$ cat config.mk
export PLATFORM = sky130hd
export DESIGN_NAME = mcpu_irq_router
export DESIGN_NICKNAME = d
export VERILOG_FILES = /design/src/rtl/irqd_pkg.sv /design/src/rtl/irqd_prio_enc.sv /design/src/rtl/irqd_cpu_slice.sv /design/src/rtl/mcpu_irq_router.sv
export SDC_FILE = /design/constraint.sdc
export NUM_CORES = 2
export LEC_CHECK = 0
export BUFFER_PORTS_ARGS = -buffer_cell sky130_fd_sc_hd__buf_2
export CORE_AREA = 2 2 228 230
export CTS_CLUSTER_DIAMETER = 120
export DETAILED_ROUTE_END_ITERATION = 8
export DIE_AREA = 0 0 230 232
export PLACE_DENSITY = 0.74
export SYNTH_ARGS = -nofsm -noshare
export SYNTH_HDL_FRONTEND = slang
export SYNTH_SLANG_ARGS = --single-unit
$ cat constraint.sdc
create_clock -name clk -period 2.75 [get_ports clk]
set_input_delay 0.4125 -clock clk [delete_from_list [all_inputs] [get_ports clk]]
set_output_delay 0.4125 -clock clk [all_outputs]
set_load 0.005 [all_outputs]
$ cat src/rtl/irqd_pkg.sv
package irqd_pkg;
    localparam int unsigned IRQD_SRC_DEF  = 64;
    localparam int unsigned IRQD_CPU_DEF  = 4;
    localparam int unsigned IRQD_VEC_W    = 12;
    localparam int unsigned IRQD_STRIDE_SH = 4;
    localparam logic [IRQD_VEC_W-1:0] IRQD_VEC_BASE = 12'h900;
    localparam int unsigned IRQD_CASCADE_DEF = 55;
endpackage

$ cat src/rtl/irqd_prio_enc.sv
module irqd_prio_enc #(
    parameter int unsigned N     = 64,
    localparam int unsigned IDX_W = (N > 1) ? $clog2(N) : 1
) (
    input  logic [N-1:0]     req_i,
    output logic             hit_o,
    output logic [IDX_W-1:0] idx_o
);
    // Ascending scan: the last set bit seen is the highest-numbered one.
    always_comb begin
        hit_o = 1'b0;
        idx_o = '0;
        for (int i = 0; i < int'(N); i++) begin
            if (req_i[i]) begin
                hit_o = 1'b1;
                idx_o = IDX_W'(i);
            end
        end
    end
endmodule

$ cat src/rtl/irqd_cpu_slice.sv
module irqd_cpu_slice
    import irqd_pkg::*;
#(
    parameter int unsigned NUM_SRC  = IRQD_SRC_DEF,
    parameter int unsigned VEC_W    = IRQD_VEC_W,
    parameter int unsigned STRIDE_SH = IRQD_STRIDE_SH,
    parameter logic [VEC_W-1:0] VEC_BASE = IRQD_VEC_BASE,
    localparam int unsigned SRC_IDX_W = $clog2(NUM_SRC)
) (
    input  logic [NUM_SRC-1:0]   req_i,
    input  logic [NUM_SRC-1:0]   mask_i,
    input  logic [NUM_SRC-1:0]   insvc_i,
    input  logic                 present_i,
    output logic                 irq_o,
    output logic [SRC_IDX_W-1:0] src_o,
    output logic [VEC_W-1:0]     vec_o
);
    logic [NUM_SRC-1:0] eligible;
    logic               hit;

    assign eligible = present_i ? (req_i & mask_i & ~insvc_i) : '0;

    irqd_prio_enc #(.N(NUM_SRC)) u_prio (
        .req_i (eligible),
        .hit_o (hit),
        .idx_o (src_o)
    );

    assign irq_o = hit;
    assign vec_o = hit ? (VEC_BASE + (VEC_W'(src_o) << STRIDE_SH)) : '0;
endmodule

$ cat src/rtl/mcpu_irq_router.sv
module mcpu_irq_router
    import irqd_pkg::*;
#(
    parameter int unsigned NUM_SRC     = IRQD_SRC_DEF,
    parameter int unsigned NUM_CPU     = IRQD_CPU_DEF,
    parameter int unsigned CASCADE_SRC = IRQD_CASCADE_DEF,
    localparam int unsigned VEC_W     = IRQD_VEC_W,
    localparam int unsigned SRC_IDX_W = $clog2(NUM_SRC),
    localparam int unsigned CPU_IDX_W = (NUM_CPU > 1) ? $clog2(NUM_CPU) : 1
) (
    input  logic                           clk,
    input  logic                           rst_n,
    input  logic [CPU_IDX_W-1:0]           boot_cpu_i,
    input  logic [NUM_CPU-1:0]             cpu_present_i,
    input  logic [NUM_SRC-1:0]             irq_req_i,
    input  logic                           reg_we_i,
    input  logic [CPU_IDX_W-1:0]           reg_addr_i,
    input  logic [NUM_SRC-1:0]             reg_wdata_i,
    output logic [NUM_SRC-1:0]             reg_rdata_o,
    input  logic [NUM_CPU-1:0]             ack_i,
    input  logic [NUM_CPU-1:0]             eoi_i,
    input  logic [NUM_CPU*SRC_IDX_W-1:0]   eoi_src_i,
    output logic [NUM_CPU-1:0]             irq_o,
    output logic [NUM_CPU*VEC_W-1:0]       vec_o
);
    localparam logic [NUM_SRC-1:0] CASCADE_BIT = NUM_SRC'(1) << CASCADE_SRC;
    localparam logic [VEC_W-1:0] VEC_TOP =
        IRQD_VEC_BASE + (VEC_W'(NUM_SRC - 1) << IRQD_STRIDE_SH);
    localparam logic [VEC_W-1:0] VEC_CASCADE =
        IRQD_VEC_BASE + (VEC_W'(CASCADE_SRC) << IRQD_STRIDE_SH);

    typedef struct packed {
        logic [NUM_CPU-1:0][NUM_SRC-1:0] mask;
        logic [NUM_CPU-1:0][NUM_SRC-1:0] insvc;
        logic [CPU_IDX_W-1:0]            boot;
    } state_t;

    state_t state_d, state_q;

    logic [NUM_CPU-1:0][SRC_IDX_W-1:0] sel_src;
    logic [NUM_CPU-1:0][SRC_IDX_W-1:0] eoi_src;

    // Per-processor selection slices
    for (genvar c = 0; c < int'(NUM_CPU); c++) begin : g_cpu
        assign eoi_src[c] = eoi_src_i[c*SRC_IDX_W +: SRC_IDX_W];

        irqd_cpu_slice #(.NUM_SRC(NUM_SRC)) u_slice (
            .req_i     (irq_req_i),
            .mask_i    (state_q.mask[c]),
            .insvc_i   (state_q.insvc[c]),
            .present_i (cpu_present_i[c]),
            .irq_o     (irq_o[c]),
            .src_o     (sel_src[c]),
            .vec_o     (vec_o[c*VEC_W +: VEC_W])
        );
    end

    // Next-state logic
    always_comb begin
        state_d = state_q;
        if (reg_we_i && cpu_present_i[reg_addr_i]) begin
            if (reg_addr_i == state_q.boot)
                state_d.mask[reg_addr_i] = reg_wdata_i | CASCADE_BIT;
            else
                state_d.mask[reg_addr_i] = reg_wdata_i & ~CASCADE_BIT;
        end
        for (int c = 0; c < int'(NUM_CPU); c++) begin
            // Release first so a same-source acknowledge wins.
            if (eoi_i[c])
                state_d.insvc[c][eoi_src[c]] = 1'b0;
            if (ack_i[c] && irq_o[c])
                state_d.insvc[c][sel_src[c]] = 1'b1;
        end
        if (!rst_n) begin
            state_d.boot  = boot_cpu_i;
            state_d.mask  = '0;
            state_d.insvc = '0;
            state_d.mask[boot_cpu_i] = CASCADE_BIT;
        end
    end

    always_ff @(posedge clk) begin
        state_q <= state_d;
    end

    assign reg_rdata_o = state_q.mask[reg_addr_i];

    // Global checks
    p_boot_cascade_r6: assert property (@(posedge clk) disable iff (!rst_n)
        state_q.mask[state_q.boot][CASCADE_SRC])
        else $error("boot processor lost cascade enable");

    p_absent_write_r5: assert property (@(posedge clk) disable iff (!rst_n)
        (reg_we_i && !cpu_present_i[reg_addr_i]) |=> $stable(state_q.mask))
        else $error("write to absent processor changed a mask");

    // Per-processor checks
    for (genvar c = 0; c < int'(NUM_CPU); c++) begin : g_chk
        p_absent_quiet_r5: assert property (@(posedge clk) disable iff (!rst_n)
            !cpu_present_i[c] |-> !irq_o[c])
            else $error("absent processor interrupted");

        p_vec_grid_r3: assert property (@(posedge clk) disable iff (!rst_n)
            irq_o[c] |-> (vec_o[c*VEC_W +: 4] == 4'h0
                          && vec_o[c*VEC_W +: VEC_W] >= IRQD_VEC_BASE
                          && vec_o[c*VEC_W +: VEC_W] <= VEC_TOP))
            else $error("vector off grid");

        p_cascade_boot_only_r4: assert property (@(posedge clk) disable iff (!rst_n)
            (irq_o[c] && CPU_IDX_W'(c) != state_q.boot)
                |-> vec_o[c*VEC_W +: VEC_W] != VEC_CASCADE)
            else $error("cascade source reached non-boot processor");

        p_insvc_hidden_r8: assert property (@(posedge clk) disable iff (!rst_n)
            irq_o[c] |-> !state_q.insvc[c][sel_src[c]])
            else $error("in-service source presented");

        p_ack_records_r8: assert property (@(posedge clk) disable iff (!rst_n)
            (ack_i[c] && irq_o[c]) |=> state_q.insvc[c][$past(sel_src[c])])
            else $error("acknowledge not recorded");

        p_eoi_releases_r9: assert property (@(posedge clk) disable iff (!rst_n)
            (eoi_i[c] && !(ack_i[c] && irq_o[c] && sel_src[c] == eoi_src[c]))
                |=> !state_q.insvc[c][$past(eoi_src[c])])
            else $error("end-of-interrupt not applied");
    end
endmodule

==> qor.yml <==
synthesis:
  synth_edf_count: 6
  synthTopCellsByArea: "dfxtp_1 37%, nand2_1 9.4%, nand4b_1 6.4%"
  synth_flop_cell: "dfxtp_1"
  yosysTopAreaCellShare_pct: 37.2
  ys_async_sr_fraction_pct: 0
  synth.most_common_cell: "nand2_1"
  avgSynthCellArea_um2: 8.39
  synth-seq-cells: 514
  syn_area_um2: 27300
  yosys-top-cells-count: "682 x nand2_1, 508 x dfxtp_1, 293 x a21oi_1"
  synth-seq-area-share_pct: 37.9
  ys_types: 98
  yosysTopAreaCell: "dfxtp_1"
  yosys_warnings: 0
  netlist_instances: 3253
routing:
  drt_iter0_drc: 5314
  vias: 33791
  ant_nets: 0
  drt-vias-per-instance: 7.00
  drc: 0
  dr.pass1.iters: 8
  avgRoutedWirePerCell_um: 30.3
  routed_wirelength_um: 146000
critical_path:
  path_cells: "and4b_2 -> nor4_4 -> and4_1 -> and4_4 -> nor3_2 -> or3_4 -> inv_4 -> ha_4 -> a31oi_4 -> buf_2"
  slowest_stage: "or3_4"
  end_kind: "primary output"
  worstPathArrival_ps: 3060
  cpPeakStageDelay_ps: 350
  path_buf_inv: 2
  cp-start-kind: "register"
  crit_type: "register to primary output"
  path_delay_family: "simple AND/OR/NAND/NOR gates"
  critical_path_required_ps: 2340
  cp_max_fo: 2
final_layout:
  regArea_um2: 10600
  drive_above_1_share_pct: 40.3
  fin_nets: 4272
  multi_input_area_um2: 17900
  synthToLayoutAreaGrowth_pct: 42.7
  num-fill-cells: 3576
place:
  portBuffers: 269
  hpwl_um: 107000
  globalplace.congestion: 1.17
  place_worst_setup_slack_ps: -989
run:
  drv_cap: 0
die:
  die_h_um: 232
  row_count: 83
  start_util_pct: 53.7
  io_pins: 287
  die_area_um2: 53400
  die_w_um: 230
  core_area_um2: 50900
power_and_ir_drop:
  p_per_area_nw_per_um2: 515
  ir_worst_vdd_v: 0.000504
  p_leak_nw: 15.8
grt:
  gr-total-overflow: 0
  grt_max_degree: 101
  grt.total_usage_pct: 52.0
  grt_antenna_before_repair: 18
  grt_pass1_wl_um: 204000
  grt_pass1_vias: 31209
sta:
  tightest_slew_ps: 926
  period_share_pct: 126
  max_freq_ghz: 0.288
  slew_viol_final: 0
  post-route-min-period_ps: 3470
  grt_setup_unrepaired: "true"
  slew_headroom_pct: 38.3
  hold_viol_final: 0
  setup_violations: 176
  fin_ws_ps: -718
  timing.hold.ws_ps: 17.9
  finalClockSkew_ps: 36.1
clocking:
  cts_tree: "done"
  path_clk_slew_ps: 60
  clkLatencyLatePin_ps: 660
  cts_inserted_buffers: 57
  cts.hold.buffers_added: 0
  cts.sinks: 514
  h-tree-depth: 2
  clock_path_buffers: 3
  root_buffer: "clkbuf_16"
status:
  violations: "setup timing"
  run_status: "finished with violations"
hold_path:
  hold_class: "input port to register"
[cells in the final DEF (no fill, tap or decap), types with 15 or more instances in the layout]
cell type,count
nand2_1,633
inv_1,30
buf_6,85
buf_2,246
o211ai_1,197
nand3_1,66
and2_1,15
o22ai_1,19
o21ai_0,143
a21oi_2,15
dfxtp_1,389
and4b_1,95
buf_12,29
diode_2,18
nand4_1,52
nor2b_1,21
conb_1,16
mux4_2,64
o21ai_2,73
dfxtp_2,97
a21oi_1,271
o21ai_1,76
nand4b_1,198
nor2_1,48
nand2_2,31
nand2_4,19
buf_4,624
nand2b_1,16
and4b_2,20
nand3b_1,21
dfxtp_4,22
clkbuf_16,59
[cell families after synthesis]
logic type | after synthesis | synth area share (%)
buffers and inverters | 264 | 4.41
xor gates and xnor gates | 2 | 0.0642
AOI/OAI and AO/OA | 965 | 21.7
muxes | 64 | 5.28
and+or+nand+nor | 1427 | 29.9
DFF | 514 | 37.9
adders and majority gates | 16 | 0.733
other | 1 | 0.0137
[stage by stage]
| stage | TNS, ps | util, % | area [µm²] | std cells | total power [mW] |
|---|---|---|---|---|---|
| after floorplan | -167 | - | 27400 | 3268 | 9.12 |
| after global placement | -149300 | 65.9 | 33500 | 4599 | 10.7 |
| after detailed placement | -163140 | 65.9 | 33500 | 4599 | 10.8 |
| after CTS | -11860 | 73.2 | 37200 | 4761 | 19.4 |
| after global routing | -32850 | 76.5 | 38900 | 4813 | 20.4 |
| final | -25120 | 76.6 | 39000 | 4830 | 20.1 |
[area by class of cell]
| cell class | count | area share [%] |
|---|---|---|
| multi-input cells | 2490 | 45.9 |
| flip-flops and latches | 514 | 27.1 |
| repair buffers | 984 | 19.1 |
| clock buffers | 83 | 4.35 |
| well taps | 680 | 2.18 |
| clock inverters | 23 | 0.864 |
| inverters | 38 | 0.411 |
| diodes | 18 | 0.116 |
[final timing paths]
path                       from      endpoint  slack [ps]  cells past startpoint
hold / removal    boot_cpu_i[0]    state_q[0]          20                      1
setup reg to reg   state_q[505]  state_q[202]        -260                     12
setup / recovery    state_q[31]      vec_o[9]        -720                     10
hold reg to reg        register      register         480                      2
[routing by layer]
metal  GRT usage, %  wire, µm
met5              0        70
met4           43.5     15800
met3           17.4     20800
met2           74.6     59600
met1           62.9     49900
[power breakdown]
group	leakage (nW)	internal, mW	switching (mW)	total [mW]
Combinational	10.6	1.61	2.31	3.93
Clock	0.991	5.01	3.40	8.42
Sequential	4.23	7.57	0.154	7.72
Total	15.8	14.2	5.87	20.1
[what timing repair did]
action | in CTS | in global routing
pin swaps | 131 | 187
setup endpoints to repair | 257 | 288
gates resized for setup | 353 | 407
buffers inserted | 72 | 72
No activity file was read; power rests on OpenSTA's default activity.
